==> config.mk <==
export PLATFORM = sky130hd
export DESIGN_NAME = eff_addr_gen
export DESIGN_NICKNAME = d
export VERILOG_FILES = /design/src/rtl/eag_pkg.sv /design/src/rtl/eag_mode_alu.sv /design/src/rtl/eag_seq.sv /design/src/rtl/eff_addr_gen.sv
export SDC_FILE = /design/constraint.sdc
export NUM_CORES = 1
export LEC_CHECK = 0
export ABC_CLOCK_PERIOD_IN_PS = 10800
export CAP_MARGIN = 30
export CORE_ASPECT_RATIO = 1.1
export CORE_MARGIN = 3
export CORE_UTILIZATION = 40
export CTS_CLUSTER_DIAMETER = 150
export DETAILED_ROUTE_END_ITERATION = 12
export PLACE_DENSITY = 0.72
export SETUP_SLACK_MARGIN = 0.2
export SLEW_MARGIN = 25
export SYNTH_ARGS = -nofsm -noshare
export SYNTH_HDL_FRONTEND = slang
export SYNTH_SLANG_ARGS = --single-unit
==> constraint.sdc <==
create_clock -name clk -period 10.8 [get_ports clk]
set_input_delay 3.24 -clock clk [delete_from_list [all_inputs] [get_ports clk]]
set_output_delay 3.24 -clock clk [all_outputs]
set_load 0.05 [all_outputs]
==> src/rtl/eag_pkg.sv <==
package eag_pkg;

    typedef enum logic [3:0] {
        AM_ABS     = 4'd0,
        AM_REG     = 4'd1,
        AM_DISP    = 4'd2,
        AM_IDX     = 4'd3,
        AM_SCALED  = 4'd4,
        AM_MEMIND  = 4'd5,
        AM_AUTOINC = 4'd6,
        AM_AUTODEC = 4'd7
    } eag_mode_e;

    typedef enum logic [1:0] {
        KIND_DIRECT,
        KIND_INDIRECT,
        KIND_ILLEGAL
    } eag_kind_e;

    typedef enum logic [1:0] {
        SQ_IDLE,
        SQ_ISSUE,
        SQ_WAIT
    } eag_seq_e;

    function automatic eag_kind_e classify_mode(input logic [3:0] code);
        if (code[3])
            return KIND_ILLEGAL;
        else if (code == AM_MEMIND)
            return KIND_INDIRECT;
        else
            return KIND_DIRECT;
    endfunction

endpackage

==> src/rtl/eag_mode_alu.sv <==
module eag_mode_alu
    import eag_pkg::*;
#(
    parameter int AW         = 32,
    parameter int SCALE_LOG2 = 2,
    parameter int STEP       = 4
) (
    input  logic [3:0]    mode_i,
    input  logic [AW-1:0] base_i,
    input  logic [AW-1:0] index_i,
    input  logic [AW-1:0] offset_i,
    output eag_kind_e     kind_o,
    output logic [AW-1:0] addr_o,
    output logic          wb_en_o,
    output logic [AW-1:0] wb_data_o
);
    localparam logic [AW-1:0] STEP_V = AW'(STEP);

    logic [AW-1:0] scaled_idx;
    logic [AW-1:0] base_dec;

    assign scaled_idx = index_i << SCALE_LOG2;
    assign base_dec   = base_i - STEP_V;
    assign kind_o     = classify_mode(mode_i);

    always_comb begin
        addr_o    = base_i;
        wb_en_o   = 1'b0;
        wb_data_o = base_i;
        case (mode_i)
            AM_ABS:     addr_o = offset_i;
            AM_REG:     addr_o = base_i;
            AM_DISP:    addr_o = base_i + offset_i;
            AM_IDX:     addr_o = base_i + index_i;
            AM_SCALED:  addr_o = base_i + scaled_idx;
            AM_AUTOINC: begin
                addr_o    = base_i;
                wb_en_o   = 1'b1;
                wb_data_o = base_i + STEP_V;
            end
            AM_AUTODEC: begin
                addr_o    = base_dec;
                wb_en_o   = 1'b1;
                wb_data_o = base_dec;
            end
            default:    addr_o = base_i;
        endcase
    end
endmodule

==> src/rtl/eag_seq.sv <==
module eag_seq
    import eag_pkg::*;
#(
    parameter int AW = 32
) (
    input  logic          clk,
    input  logic          rst,
    input  logic          start_i,
    input  logic [AW-1:0] ptr_addr_i,
    input  logic          rsp_valid_i,
    output logic          busy_o,
    output logic          mem_req_valid_o,
    output logic [AW-1:0] mem_req_addr_o,
    output logic          done_o
);
    eag_seq_e      state_q;
    logic [AW-1:0] ptr_q;

    always_ff @(posedge clk) begin
        if (rst) begin
            state_q <= SQ_IDLE;
            ptr_q   <= '0;
        end else begin
            case (state_q)
                SQ_IDLE: if (start_i) begin
                    state_q <= SQ_ISSUE;
                    ptr_q   <= ptr_addr_i;
                end
                SQ_ISSUE: state_q <= SQ_WAIT;
                SQ_WAIT:  if (rsp_valid_i) state_q <= SQ_IDLE;
                default:  state_q <= SQ_IDLE;
            endcase
        end
    end

    assign busy_o          = (state_q != SQ_IDLE);
    assign mem_req_valid_o = (state_q == SQ_ISSUE);
    assign mem_req_addr_o  = ptr_q;
    assign done_o          = (state_q == SQ_WAIT) && rsp_valid_i;

    AST_FETCH_PULSE: assert property (@(posedge clk) disable iff (rst)
        mem_req_valid_o |=> !mem_req_valid_o);
    AST_FETCH_CAUSE: assert property (@(posedge clk) disable iff (rst)
        mem_req_valid_o |-> $past(start_i));
    AST_NO_DONE_IDLE: assert property (@(posedge clk) disable iff (rst)
        !busy_o |-> !done_o);
endmodule

==> src/rtl/eff_addr_gen.sv <==
module eff_addr_gen
    import eag_pkg::*;
#(
    parameter int AW         = 32,
    parameter int SCALE_LOG2 = 2,
    parameter int STEP       = 4
) (
    input  logic          clk,
    input  logic          rst,
    input  logic          req_valid_i,
    input  logic [3:0]    req_mode_i,
    input  logic [AW-1:0] base_i,
    input  logic [AW-1:0] index_i,
    input  logic [AW-1:0] offset_i,
    output logic          busy_o,
    output logic          mem_req_valid_o,
    output logic [AW-1:0] mem_req_addr_o,
    input  logic          mem_rsp_valid_i,
    input  logic [AW-1:0] mem_rsp_data_i,
    output logic          addr_valid_o,
    output logic [AW-1:0] addr_out_o,
    output logic          wb_valid_o,
    output logic [AW-1:0] wb_data_o,
    output logic          illegal_mode_o
);
    localparam logic [AW-1:0] STEP_V = AW'(STEP);

    eag_kind_e     kind;
    logic [AW-1:0] alu_addr;
    logic          alu_wb_en;
    logic [AW-1:0] alu_wb_data;
    logic          accept;
    logic          fetch_done;

    eag_mode_alu #(.AW(AW), .SCALE_LOG2(SCALE_LOG2), .STEP(STEP)) alu_i (
        .mode_i    (req_mode_i),
        .base_i    (base_i),
        .index_i   (index_i),
        .offset_i  (offset_i),
        .kind_o    (kind),
        .addr_o    (alu_addr),
        .wb_en_o   (alu_wb_en),
        .wb_data_o (alu_wb_data)
    );

    assign accept = req_valid_i && !busy_o;

    eag_seq #(.AW(AW)) seq_i (
        .clk             (clk),
        .rst             (rst),
        .start_i         (accept && (kind == KIND_INDIRECT)),
        .ptr_addr_i      (base_i),
        .rsp_valid_i     (mem_rsp_valid_i),
        .busy_o          (busy_o),
        .mem_req_valid_o (mem_req_valid_o),
        .mem_req_addr_o  (mem_req_addr_o),
        .done_o          (fetch_done)
    );

    always_ff @(posedge clk) begin
        if (rst) begin
            addr_valid_o   <= 1'b0;
            addr_out_o     <= '0;
            wb_valid_o     <= 1'b0;
            wb_data_o      <= '0;
            illegal_mode_o <= 1'b0;
        end else begin
            addr_valid_o   <= fetch_done || (accept && (kind == KIND_DIRECT));
            wb_valid_o     <= accept && (kind == KIND_DIRECT) && alu_wb_en;
            illegal_mode_o <= accept && (kind == KIND_ILLEGAL);
            if (fetch_done)
                addr_out_o <= mem_rsp_data_i;
            else if (accept && (kind == KIND_DIRECT))
                addr_out_o <= alu_addr;
            if (accept && alu_wb_en)
                wb_data_o <= alu_wb_data;
        end
    end

    AST_RESET_QUIET: assert property (@(posedge clk)
        rst |=> (!addr_valid_o && !wb_valid_o && !illegal_mode_o
                 && !mem_req_valid_o && !busy_o));
    AST_WB_WITH_ADDR: assert property (@(posedge clk) disable iff (rst)
        wb_valid_o |-> addr_valid_o);
    AST_WB_STEP: assert property (@(posedge clk) disable iff (rst)
        wb_valid_o |-> ((wb_data_o == addr_out_o) || (wb_data_o == addr_out_o + STEP_V)));
    AST_ILLEGAL_SILENT: assert property (@(posedge clk) disable iff (rst)
        illegal_mode_o |-> (!addr_valid_o && !wb_valid_o && !mem_req_valid_o));
    AST_BUSY_HOLDS: assert property (@(posedge clk) disable iff (rst)
        (busy_o && !mem_rsp_valid_i) |=> !addr_valid_o);
endmodule

; ---- Yosys cells after proc, flatten, opt, wreduce, memory -nomap -nowiden
; Cells that the tools add are included.
[classes]
n_addsub = 5
multipliers = 0
div = 0
n_lt_le_gt_ge = 0
n_eq_ne = 12
shifts = 0
n_mux = 10
bitwise = 0
n_reduce_logical = 17
[op_table]
columns = op, count
row1 = one-hot mux 32 bit (5 select lines), 1
row2 = adder 32 bit, 3
row3 = two-way mux 32 bit, 2
row4 = one-hot mux 32 bit (2 select lines), 1
row5 = adder 32 x 3 -> 32 bit (second input constant), 1
row6 = subtractor 32 x 3 -> 32 bit (second input constant), 1
row7 = == test 4 x 3 -> 1 bit (second input constant), 4
row8 = == test 4 x 2 -> 1 bit (second input constant), 2
row9 = logical AND 1 bit, 7
row10 = two-way mux 2 bit, 3
row11 = one-hot mux 2 bit (3 select lines), 1
row12 = == test 2 x 1 -> 1 bit (second input constant), 2
row13 = == test 2 bit (second input constant), 2
row14 = zero test 2 bit, 2
row15 = zero test 4 bit, 1
row16 = AND reduction 2 bit, 2
row17 = nonzero test 2 bit, 2
row18 = two-way mux 1 bit, 2
row19 = inequality test 2 x 1 -> 1 bit (second input constant), 1
row20 = inequality test 2 bit (second input constant), 1
row21 = OR reduction 2 bit, 1
row22 = zero test 1 bit, 1
row23 = logical OR 1 bit, 1
[word_totals]
regBits = 101
latch_bits = 0
ramBits = 0
romBits = 0
inputBits = 136
out_inout_bits = 101
elab_cells = 51
n_memories = 0

; ---- Longest topological paths before layout
; Gate-level depths: netlist of the first run.
[depth]
ltp_word = 7
ltp_mapped = 17
depth_no_buf = 15

; ---- Modules after synthesis
; A second synthesis of the first run with hierarchy kept.
[unflattened]
cells_unflattened = 1373
hier_area_um2 = 10498.8
[modules_own_cells]
columns = mod, n_inst, cells_per_inst, area_each_um2, seq_area_each_um2
row1 = eag_mode_alu, 1, 929, 6160.9, 0.0
row2 = eff_addr_gen, 1, 296, 2778.9, 1341.3
row3 = eag_seq, 1, 148, 1559.0, 680.7

; ---- Least setup slack after synthesis of the first run
; OpenSTA, ideal clock, no wires.
[synth_timing]
path_type = input to register
from = input req_mode_i[3]
to = register addr_out_o[30]
setup_time_ps = 120
arrival_time_ps = 7177
required_ps = 10680
setup_slack_ps = 3503
stages = 16
path_buffers = 2
path_cell_list = clkbuf_1 > nor2_1 > nand2_1 > nor2_1 > clkbuf_1 > mux2_2 > ha_1 > a21oi_1 > a2111oi_0 > a21oi_1 > a211oi_2 > a211oi_1 > or3b_1 > and3b_1 > o41a_1 > o31a_1
[synth_between]
elab_chain_len = 6
word_cells_on_any_way = 14
classes_between = eq/ne (5) / mux (5) / reduce/logical (4)
[synth_lines]
columns = item, line
row1 = from (decl), eff_addr_gen.sv:11  ; input logic [3:0] req_mode_i,
row2 = == test 4 x 3 -> 1 bit, eag_pkg.sv:29  ; else if (code == AM_MEMIND)
row3 = two-way mux 1 bit, eag_pkg.sv:29
row4 = two-way mux 2 bit, eag_pkg.sv:27  ; if (code[3])
row5 = zero test 2 bit, eff_addr_gen.sv:73  ; else if (accept && (kind == KIND_DIRECT))
row6 = logical AND 1 bit, eff_addr_gen.sv:73
row7 = nonzero test 2 bit (no line), n/a
row8 = to (signal assigned), eff_addr_gen.sv:72  ; addr_out_o <= mem_rsp_data_i;
row9 = to (signal assigned), eff_addr_gen.sv:74  ; addr_out_o <= alu_addr;
row10 = to (decl), eff_addr_gen.sv:21  ; output logic [AW-1:0] addr_out_o,
; Parallel ways exist; a longest one is shown, timed or not. The select of a mux whose other input is x is not followed.
; A chain may end at the register's enable or synchronous reset.

; ---- Final worst setup path of the first run
[layout_timing]
from = input req_mode_i[1]
to = register addr_out_o[30]
; Same word-level chain as after synthesis.

==> metrics.cfg, run 1 <==
[timing]
hold_violations = 0
min_period_ps = 8520
period_share_pct = 78.9
tightest_slew_ps = 862
finalSetupViolations = 0
skew_ps = 6.12
slew_viol_final = 0
rsz0062_at_grt = false
fin_ws_ps = 2280
relSlewSlack_pct = 42.4
max_freq_ghz = 0.117
setup-tns-final_ps = 0

[yosys]
yosys.area.top_type = dfxtp_1
ys_ff_latch = 101
synth_common_cells = 191 x nand2_1, 173 x a21oi_1, 101 x dfxtp_1, 97 x nor2_1, 96 x clkbuf_1
synth_area_um2 = 9730
seq_area_frac_synth_pct = 20.8
ys_top_cells_by_area = dfxtp_1 21%, a21oi_1 8.9%, ha_1 8.9%, nand2_1 7.4%, xnor2_1 4.7%
synth_top_area_share_pct = 20.8
ys_types = 73
synthFlopType = dfxtp_1
synth_fp_nets = 1560
yosys_warnings = 0
synth-edff-count = 0
synth.most_common_cell = nand2_1
syn-instance-count = 1353
async_reset_ff_share_pct = 0
synth_area_per_cell_um2 = 7.19

[place]
post-place-ws_ps = 2000
hpwl_um = 31000
dp_cells = 1806
postPlaceCellArea_um2 = 12200
port_buffers = 236
routabilityCongestion = 0.959

[power]
power.density_nw_per_um2 = 97.5
ir_drop_v = 0.0000739
p_leak_nw = 4.51

[routing]
firstDrtPassIters = 5
route.vias.total = 11200
drt_drc_violations_left = 0
wl_per_cell_um = 22.2
viasPerCell = 6.15
postRouteAntennaNets = 0
routed_wl_um = 40500
drtIter0Drc = 854

[worst_setup_path]
r2r_start = seq_i.state_q[0]
cp.required_ps = 11050
crit_path_start_kind = input pin
rr_worst_depth = 9
reg2reg_setup_slack_ps = 8240
critPathKind = input pin to flop
path_max_fanout = 18
cp.arrival_ps = 8780
worstSetupEndpointType = flop
crit_start = req_mode_i[1]

[die]
start_util_pct = 40.9
io_pins = 237
die_h_um = 170
num_rows = 59
die_area_um2 = 26200
die_w_um = 155
core_area_um2 = 23800

[clocking]
cts_made_buffers = 9
cts_tree = yes
cts_root_buf = clkbuf_16
ctsResizeCount = 0
cts_setup_buffers = 0
path_clk_slew_ps = 70
clock_path_buffers = 2
htreeDepth = 3
clock_sinks = 101
cts_hold_buf = 0
clk_latency_ps = 360

[min_path]
hold_start = wb_data_o[22]
hold_path_depth = 2
hp-class = flop to flop

[finish]
n_antenna_cell = 0
fin_area_um2 = 12500
syn_to_final_growth_pct = 28.8
fin_nets = 1720
final_util_pct = 52.7
instances_no_fill = 1822
layout-drive-gt1-share_pct = 5.74

[grt]
grt_pass1_wl_um = 61200
grt_remaining_overflow = 0
antenna_found_initial = 0
grt_max_degree = 95
grt_pass1_vias = 10800
track_usage_pct = 29.6

[run_status]
status = finished clean

[job]
maxCapViolations = 0

-- power breakdown --
group / leakage [nW] / switching, W / internal [W]
Clock: 0.139 / 0.000159 / 0.000180
Sequential: 0.819 / 0.00000760 / 0.000384
Combinational: 3.55 / 0.000294 / 0.000197
-- flip-flops by register name (all words and copies together) (netlist names) --
register and count:
seq_i.state_q 2, wb_data_o 32, illegal_mode_o 1, addr_valid_o 1, addr_out_o 32, seq_i.mem_req_addr_o 32
wb_valid_o 1
-- layer usage --
layer | share of wire (%) | GRT usage, %
met1 | 39 | 35.1
met2 | 49 | 52.0
met3 | 7.6 | 5.38
met4 | 4.5 | 13.1
met5 | 0 | 0
-- layout make-up --
cell class,count,area (um2)
sequential,101,2020
multi-input combinational,1125,7230
fill,2348,11200
inverter,19,71.3
timing repair buffer,257,2540
clock inverter,5,60.1
clock buffer,10,229
tap,305,382
-- logic make-up (layout without fill, tap and decap cells) --
kind of cell,after synthesis,count (layout),share of synthesized area (%)
adders and majority gates,71,71,9.28
DFF,101,101,20.8
muxes,42,42,4.72
AOI/OAI and AO/OA,456,456,29.4
buffers and inverters,127,291,5.14
xor gates and xnor gates,93,93,8.37
and+or+nand+nor,463,463,22.3
-- worst max-delay path, cell delays in order --
cell,delay [ps]
clkdlybuf4s50_1,700
nand2_1,500
nor2_2,820
buf_4,410
mux2_2,390
ha_1,320
a21oi_1,90
nand2_1,80
o21ai_0,140
a211oi_2,490
a211oi_1,210
or3b_1,470
and3b_1,190
o41a_1,420
o31a_1,290
-- layout by cell type, fill, tap and decap left out, types with 12 or more instances in the layout --
cell             count
inv_1               19
and3_1              16
xnor2_1             52
ha_1                69
nand4_1             23
buf_4               21
nand2_1            191
nor3_1              25
nor2b_1             12
or3_1               15
a211oi_1            20
a31oi_1             17
o211ai_1            13
a21o_1              33
o21ai_0             78
nor2_1              94
mux2_2              31
dfxtp_1            101
clkdlybuf4s50_1    235
nand3_1             32
a221oi_1            27
xor2_1              41
a21oi_1            173
-- final timing paths --
| path | endpoint |
|---|---|
| hold / removal | wb_data_o[22] |
| setup reg to reg | addr_out_o[23] |
| hold reg to reg | wb_data_o[22] |
| setup / recovery | addr_out_o[30] |
-- per-stage QoR --
| step | hold WS (ps) | power, W |
|---|---|---|
| floorplan | 548 | 0.000706 |
| global placement | 442 | 0.000877 |
| detailed placement | 446 | 0.000878 |
| CTS | 455 | 0.00121 |
| global route | 475 | 0.00128 |
| finish | 456 | 0.00122 |
Note: power is estimated with default switching activity, not from simulation.
==> inputs of run 2 (changes only) <==
- ABC_CLOCK_PERIOD_IN_PS: 10800 -> 7200
- PLACE_DENSITY: 0.72 -> 0.74
- clock period: 10.8 -> 7.2 ns (I/O delays scaled with it)
==> run 2 against run 1 <==
  * Sequential power increased by 50%
  * Critical path depth increased by 1
  * Hold slack got worse by 0.59 ps
  * Cell count increased by 0.55%
  * Register-to-register slack got worse by 3600 ps
  * Final area increased by 0.77%
  * Flip-flop and latch count unchanged
  * Non-clock buffer count increased by 10
==> metrics.cfg, run 2 (synthesis results as in run 1) <==
[routing]
postRouteAntennaNets = 0  ; unchanged
firstDrtPassIters = 5  ; unchanged
routed_wl_um = 40900  ; was 40500 um
route.vias.total = 11100  ; was 11200
viasPerCell = 6.07  ; was 6.15
drtIter0Drc = 784  ; was 854
drt_drc_violations_left = 0  ; unchanged
wl_per_cell_um = 22.3  ; was 22.2 um

[timing]
max_freq_ghz = 0.155
skew_ps = 13.0  ; was 6.12 ps
relSlewSlack_pct = 24.9  ; was 42.4%
setup-tns-final_ps = 0  ; unchanged
hold_violations = 0  ; unchanged
rsz0062_at_grt = false  ; unchanged
tightest_slew_ps = 1120  ; was 862 ps
finalSetupViolations = 0  ; unchanged
slew_viol_final = 0  ; unchanged
period_share_pct = 89.3
min_period_ps = 6430

[finish]
fin_nets = 1730  ; was 1720
layout-drive-gt1-share_pct = 6.48  ; was 5.74%
layout_commonest_cell = clkdlybuf4s50_1  ; unchanged
final_cell_mix = 235 x clkdlybuf4s50_1, 191 x nand2_1, 173 x a21oi_1  ; unchanged
n_fill_cell = 2335  ; was 2348
n_antenna_cell = 0  ; unchanged
multi_input_area_um2 = 7240  ; was 7230 um2
syn_to_final_growth_pct = 29.8  ; was 28.8%
seqCellArea_um2 = 2020  ; unchanged

[power]
combinationalPowerShare_pct = 39.3  ; was 40.1%
p_sw_w = 0.000699  ; was 0.000461 W
p_leak_nw = 4.57  ; was 4.51 nW
power_w = 0.00188  ; was 0.00122 W
p_sw_share_pct = 37.2  ; was 37.7%
power.density_nw_per_um2 = 149  ; was 97.5 nW/um2
clockPowerShare_pct = 29.4  ; was 27.8%
seq_power_share_pct = 31.3  ; was 32.1%
p_int_w = 0.00118  ; was 0.000761 W
ir_drop_v = 0.000105  ; was 0.0000739 V

[clocking]
cts_setup_buffers = 0  ; unchanged
cts_made_buffers = 9  ; unchanged
clk_latency_ps = 360  ; about the same
path_clk_slew_ps = 70  ; about the same
cts_hold_buf = 0  ; unchanged
clock_path_buffers = 2  ; unchanged
cts_root_buf = clkbuf_16  ; unchanged
ctsResizeCount = 0  ; unchanged
clock_sinks = 101  ; unchanged
cts_tree = yes  ; unchanged
htreeDepth = 3  ; unchanged

[die]
start_util_pct = 40.9  ; unchanged
io_pins = 237  ; unchanged
die_area_um2 = 26200  ; unchanged
core_area_um2 = 23800  ; unchanged
num_rows = 59  ; unchanged
die_w_um = 155  ; unchanged
die_h_um = 170  ; unchanged

[worst_setup_path]
critPathKind = input pin to flop  ; unchanged
path_cells = clkdlybuf4s50_1 > nor2_1 > nand2_1 > nor2_2 > buf_12 > mux2_2 > ha_1 > nand2_1 > a2111oi_0 > a21oi_1 > a211oi_2 > a211oi_1 > or3b_1 > and3b_1 > o41a_1 > o31a_1  ; was clkdlybuf4s50_1 > nand2_1 > nor2_2 > buf_4 > mux2_2 > ha_1 > a21oi_1 > nand2_1 > o21ai_0 > a211oi_2 > a211oi_1 > or3b_1 > and3b_1 > o41a_1 > o31a_1
path_max_fanout = 31  ; was 18
reg2reg_setup_slack_ps = 4680  ; was 8240 ps
crit_path_start_kind = input pin  ; unchanged
critPathSlowestCell = clkdlybuf4s50_1  ; was nor2_2
crit_top_cell = nand2_1  ; unchanged
cp.required_ps = 7450  ; was 11050 ps
cp.arrival_ps = 6680  ; was 8780 ps
worstSetupEndpointType = flop  ; unchanged
max_stage_delay_ps = 580  ; was 820 ps

[job]
maxCapViolations = 0  ; unchanged

[run_status]
status = finished clean  ; unchanged

[grt]
grt_max_degree = 87  ; was 95
track_usage_pct = 30.2  ; was 29.6%
grt_remaining_overflow = 0  ; unchanged
grt_pass1_vias = 11100  ; was 10800
antenna_found_initial = 0  ; unchanged
grt_pass1_wl_um = 62500  ; was 61200 um

[min_path]
hp-class = flop to flop  ; unchanged

[place]
port_buffers = 236  ; unchanged
routabilityCongestion = 0.964  ; was 0.959
hpwl_um = 31400  ; was 31000 um

-- run 2: changes by cell type in the layout (fill, tap and decap cells not counted) --
cell	previous run	this run
clkinvlp_4	1	0
buf_6	0	1
and3b_2	0	1
and3_1	16	15
and3b_1	2	1
and3_2	0	1
buf_16	1	0
buf_4	21	30
buf_12	0	1
bufinv_16	1	2
-- run 2: path summary, 6_finish.rpt --
kind / end / startpoint / cells past startpoint
max reg2reg: addr_out_o[23] / seq_i.state_q[0] / 9
max: addr_out_o[30] / req_mode_i[3] / 16
min reg2reg: seq_i.mem_req_addr_o[14] / seq_i.mem_req_addr_o[14] / 2
min: seq_i.mem_req_addr_o[14] / seq_i.mem_req_addr_o[14] / 2
-- run 2: critical path: cells and delay by family --
| kind | cells | cell delay [ps] |
|---|---|---|
| fa+ha+maj | 1 | 370 |
| mux | 1 | 370 |
| simple gates | 6 | 1240 |
| buf+inv | 2 | 810 |
| compound gates | 6 | 1710 |
-- run 2: final cells by class --
cell class | instances | share of cell area (%)
tap | 305 | 3.02
multi-input combinational | 1125 | 57.3
timing repair buffer | 267 | 20.7
sequential | 101 | 16.0
clock inverter | 5 | 0.654
inverter | 19 | 0.565
clock buffer | 10 | 1.81
-- run 2: stage by stage --
step	cell area (um2)	setup WS [ps]	instances	hold slack, ps	utilization (%)
after floorplan	9730	983	1353	548	-
after global placement	12300	568	1816	442	51.8
after detailed placement	12300	483	1816	445	51.8
after CTS	12600	815	1831	455	53.1
after global routing	12600	514	1832	472	53.1
final	12600	768	1832	455	53.1
-- run 2: routing by layer --
| layer | track usage (%) | part of all wire, % |
|---|---|---|
| met5 | 0 | 0 |
| met4 | 15.1 | 5.3 |
| met3 | 5.66 | 8.1 |
| met2 | 51.7 | 47 |
| met1 | 36.1 | 39 |
-- run 2: power by group through the flow --
stage | combinational (W) | clock, W | sequential [W]
6_report | 0.000738 | 0.000553 | 0.000587
5_1_grt | 0.000795 | 0.000576 | 0.000589
4_1_cts | 0.000728 | 0.000558 | 0.000587
3_5_place_dp | 0.000723 | 0 | 0.000600
3_3_place_gp | 0.000724 | 0 | 0.000600
2_1_floorplan | 0.000400 | 0 | 0.000658
==> inputs of run 3 (changes only) <==
- ABC_CLOCK_PERIOD_IN_PS: 7200 -> 6500
- PLACE_DENSITY: 0.74 -> 0.72
- SLEW_MARGIN: 25 -> unset
- clock period: 7.2 -> 6.5 ns (I/O delays scaled with it)
==> run 3 against run 2 <==
  * Cell count up 0.60%
  * Die area unchanged
  * Flip-flop and latch count unchanged
  * Final area up 0.61%
  * Worst setup slack worse by 270 ps
  * Largest power group unchanged
  * Clock skew down 4.4 ps
==> metrics.cfg, run 3 (synthesis results as in run 1) <==
[timing]
skew_ps = 8.60  ; was 13.0 ps
min_period_ps = 6000
slew_viol_final = 0  ; unchanged
tightest_slew_ps = 1130  ; was 1120 ps
relSlewSlack_pct = 24.4  ; was 24.9%
hold_violations = 0  ; unchanged
finalSetupViolations = 0  ; unchanged
rsz0062_at_grt = false  ; unchanged
period_share_pct = 92.3
max_freq_ghz = 0.167
setup-tns-final_ps = 0  ; unchanged

[die]
die_w_um = 155  ; unchanged
die_area_um2 = 26200  ; unchanged
die_h_um = 170  ; unchanged
core_area_um2 = 23800  ; unchanged
start_util_pct = 40.9  ; unchanged
io_pins = 237  ; unchanged
num_rows = 59  ; unchanged

[place]
routabilityCongestion = 0.991  ; was 0.964
port_buffers = 236  ; unchanged
hpwl_um = 31700  ; was 31400 um
dp_cells = 1827  ; was 1816

[clocking]
clock_path_buffers = 2  ; unchanged
cts_tree = yes  ; unchanged
clock_sinks = 101  ; unchanged
path_clk_slew_ps = 70  ; about the same
clk_latency_ps = 360  ; about the same
cts_setup_buffers = 0  ; unchanged
cts_root_buf = clkbuf_16  ; unchanged
cts_made_buffers = 9  ; unchanged
htreeDepth = 3  ; unchanged

[worst_setup_path]
worstSetupEndpointType = flop  ; unchanged
crit_path_start_kind = input pin  ; unchanged
crit_start = req_mode_i[2]  ; was req_mode_i[3]
reg2reg_setup_slack_ps = 3680  ; was 4680 ps
path_max_fanout = 20  ; was 31
cp.required_ps = 6750  ; was 7450 ps
critPathKind = input pin to flop  ; unchanged
r2r_start = seq_i.state_q[0]  ; unchanged
cp.arrival_ps = 6250  ; was 6680 ps

[finish]
seqCellArea_um2 = 2020  ; unchanged
syn_to_final_growth_pct = 30.6  ; was 29.8%
fin_nets = 1741  ; was 1730
layout-drive-gt1-share_pct = 6.96  ; was 6.48%
final_util_pct = 53.5  ; was 53.1%
multi_input_area_um2 = 7230  ; was 7240 um2
instances_no_fill = 1843  ; was 1832
n_antenna_cell = 0  ; unchanged
n_fill_cell = 2358  ; was 2335
final_cell_mix = 235 x clkdlybuf4s50_1, 191 x nand2_1, 173 x a21oi_1  ; unchanged
layout_commonest_cell = clkdlybuf4s50_1  ; unchanged

[routing]
postRouteAntennaNets = 0  ; unchanged
routed_wl_um = 40900  ; about the same
viasPerCell = 6.09  ; was 6.07
drt_drc_violations_left = 0  ; unchanged
route.vias.total = 11200  ; was 11100
drtIter0Drc = 781  ; was 784
wl_per_cell_um = 22.2  ; was 22.3 um
firstDrtPassIters = 5  ; unchanged

[power]
p_sw_share_pct = 37.5  ; was 37.2%
p_sw_w = 0.000762  ; was 0.000699 W
seq_power_share_pct = 32.0  ; was 31.3%
clockPowerShare_pct = 27.5  ; was 29.4%
p_int_w = 0.00127  ; was 0.00118 W
p_leak_nw = 4.62  ; was 4.57 nW
ir_drop_v = 0.000131  ; was 0.000105 V
power.density_nw_per_um2 = 160  ; was 149 nW/um2
combinationalPowerShare_pct = 40.5  ; was 39.3%
power_w = 0.00203  ; was 0.00188 W

[grt]
grt_remaining_overflow = 0  ; unchanged
grt_max_degree = 62  ; was 87
grt_pass1_wl_um = 62000  ; was 62500 um
track_usage_pct = 29.9  ; was 30.2%
grt_pass1_vias = 11100  ; about the same
antenna_found_initial = 0  ; unchanged

[run_status]
status = finished clean  ; unchanged

[min_path]
hold_start = seq_i.mem_req_addr_o[6]  ; was seq_i.mem_req_addr_o[14]
hp-class = flop to flop  ; unchanged

[job]
maxCapViolations = 0  ; unchanged

[run 3: power groups by stage]
stage	combinational (W)	clock (W)	sequential, W
finish	0.000825	0.000559	0.000651
global route	0.000887	0.000586	0.000653
floorplan	0.000443	0	0.000729
global placement	0.000807	0	0.000665
CTS	0.000813	0.000569	0.000651
detailed placement	0.000808	0	0.000665
[run 3: worst paths after layout]
check,cells past startpoint,endpoint
worst min register to register,2,seq_i.mem_req_addr_o[6]
worst min-delay path,2,seq_i.mem_req_addr_o[6]
worst max-delay path,16,addr_out_o[30]
worst max register to register,8,addr_out_o[24]
[run 3: per-stage QoR]
step,instance area [um2],hold WS [ps],setup WS [ps]
after CTS,12700,457,546
after floorplan,9730,548,493
after global placement,12400,442,253
after detailed placement,12400,448,194
after global routing,12700,476,186
final,12700,455,502
[run 3: area by class of cell]
class,count,share of cell area (%)
multi-input cells,1125,56.9
well taps,305,3.00
inverters,19,0.561
repair buffers,278,21.4
flip-flops and latches,101,15.9
clock buffers,10,1.80
clock inverters,5,0.453
[run 3: routing by layer]
layer	vias to the layer above	share of wire (%)	track usage [%]
met2	580	48	52.6
met3	113	8.1	5.87
met4	0	5.8	15.9
met5	-	0	0
met1	5228	38	34.1
li1	5307	-	-
[run 3: timing repair]
action / in CTS / in global routing
gates resized for setup: 0 / 1
endpoints found under the setup margin: 0 / 1
hold buffers: 0 / 0
[run 3: critical path, stage by stage]
cell and delay (ps):
clkdlybuf4s50_1 510, nor2_1 160, nand2_1 90, nor2_2 170, buf_12 200, mux2_2 360, ha_1 340, nand3_1 120
a2111oi_1 370, a21oi_1 170, a211oi_2 280, a211oi_1 140, or3b_1 450, and3b_1 190, o41a_1 410, o31a_1 290
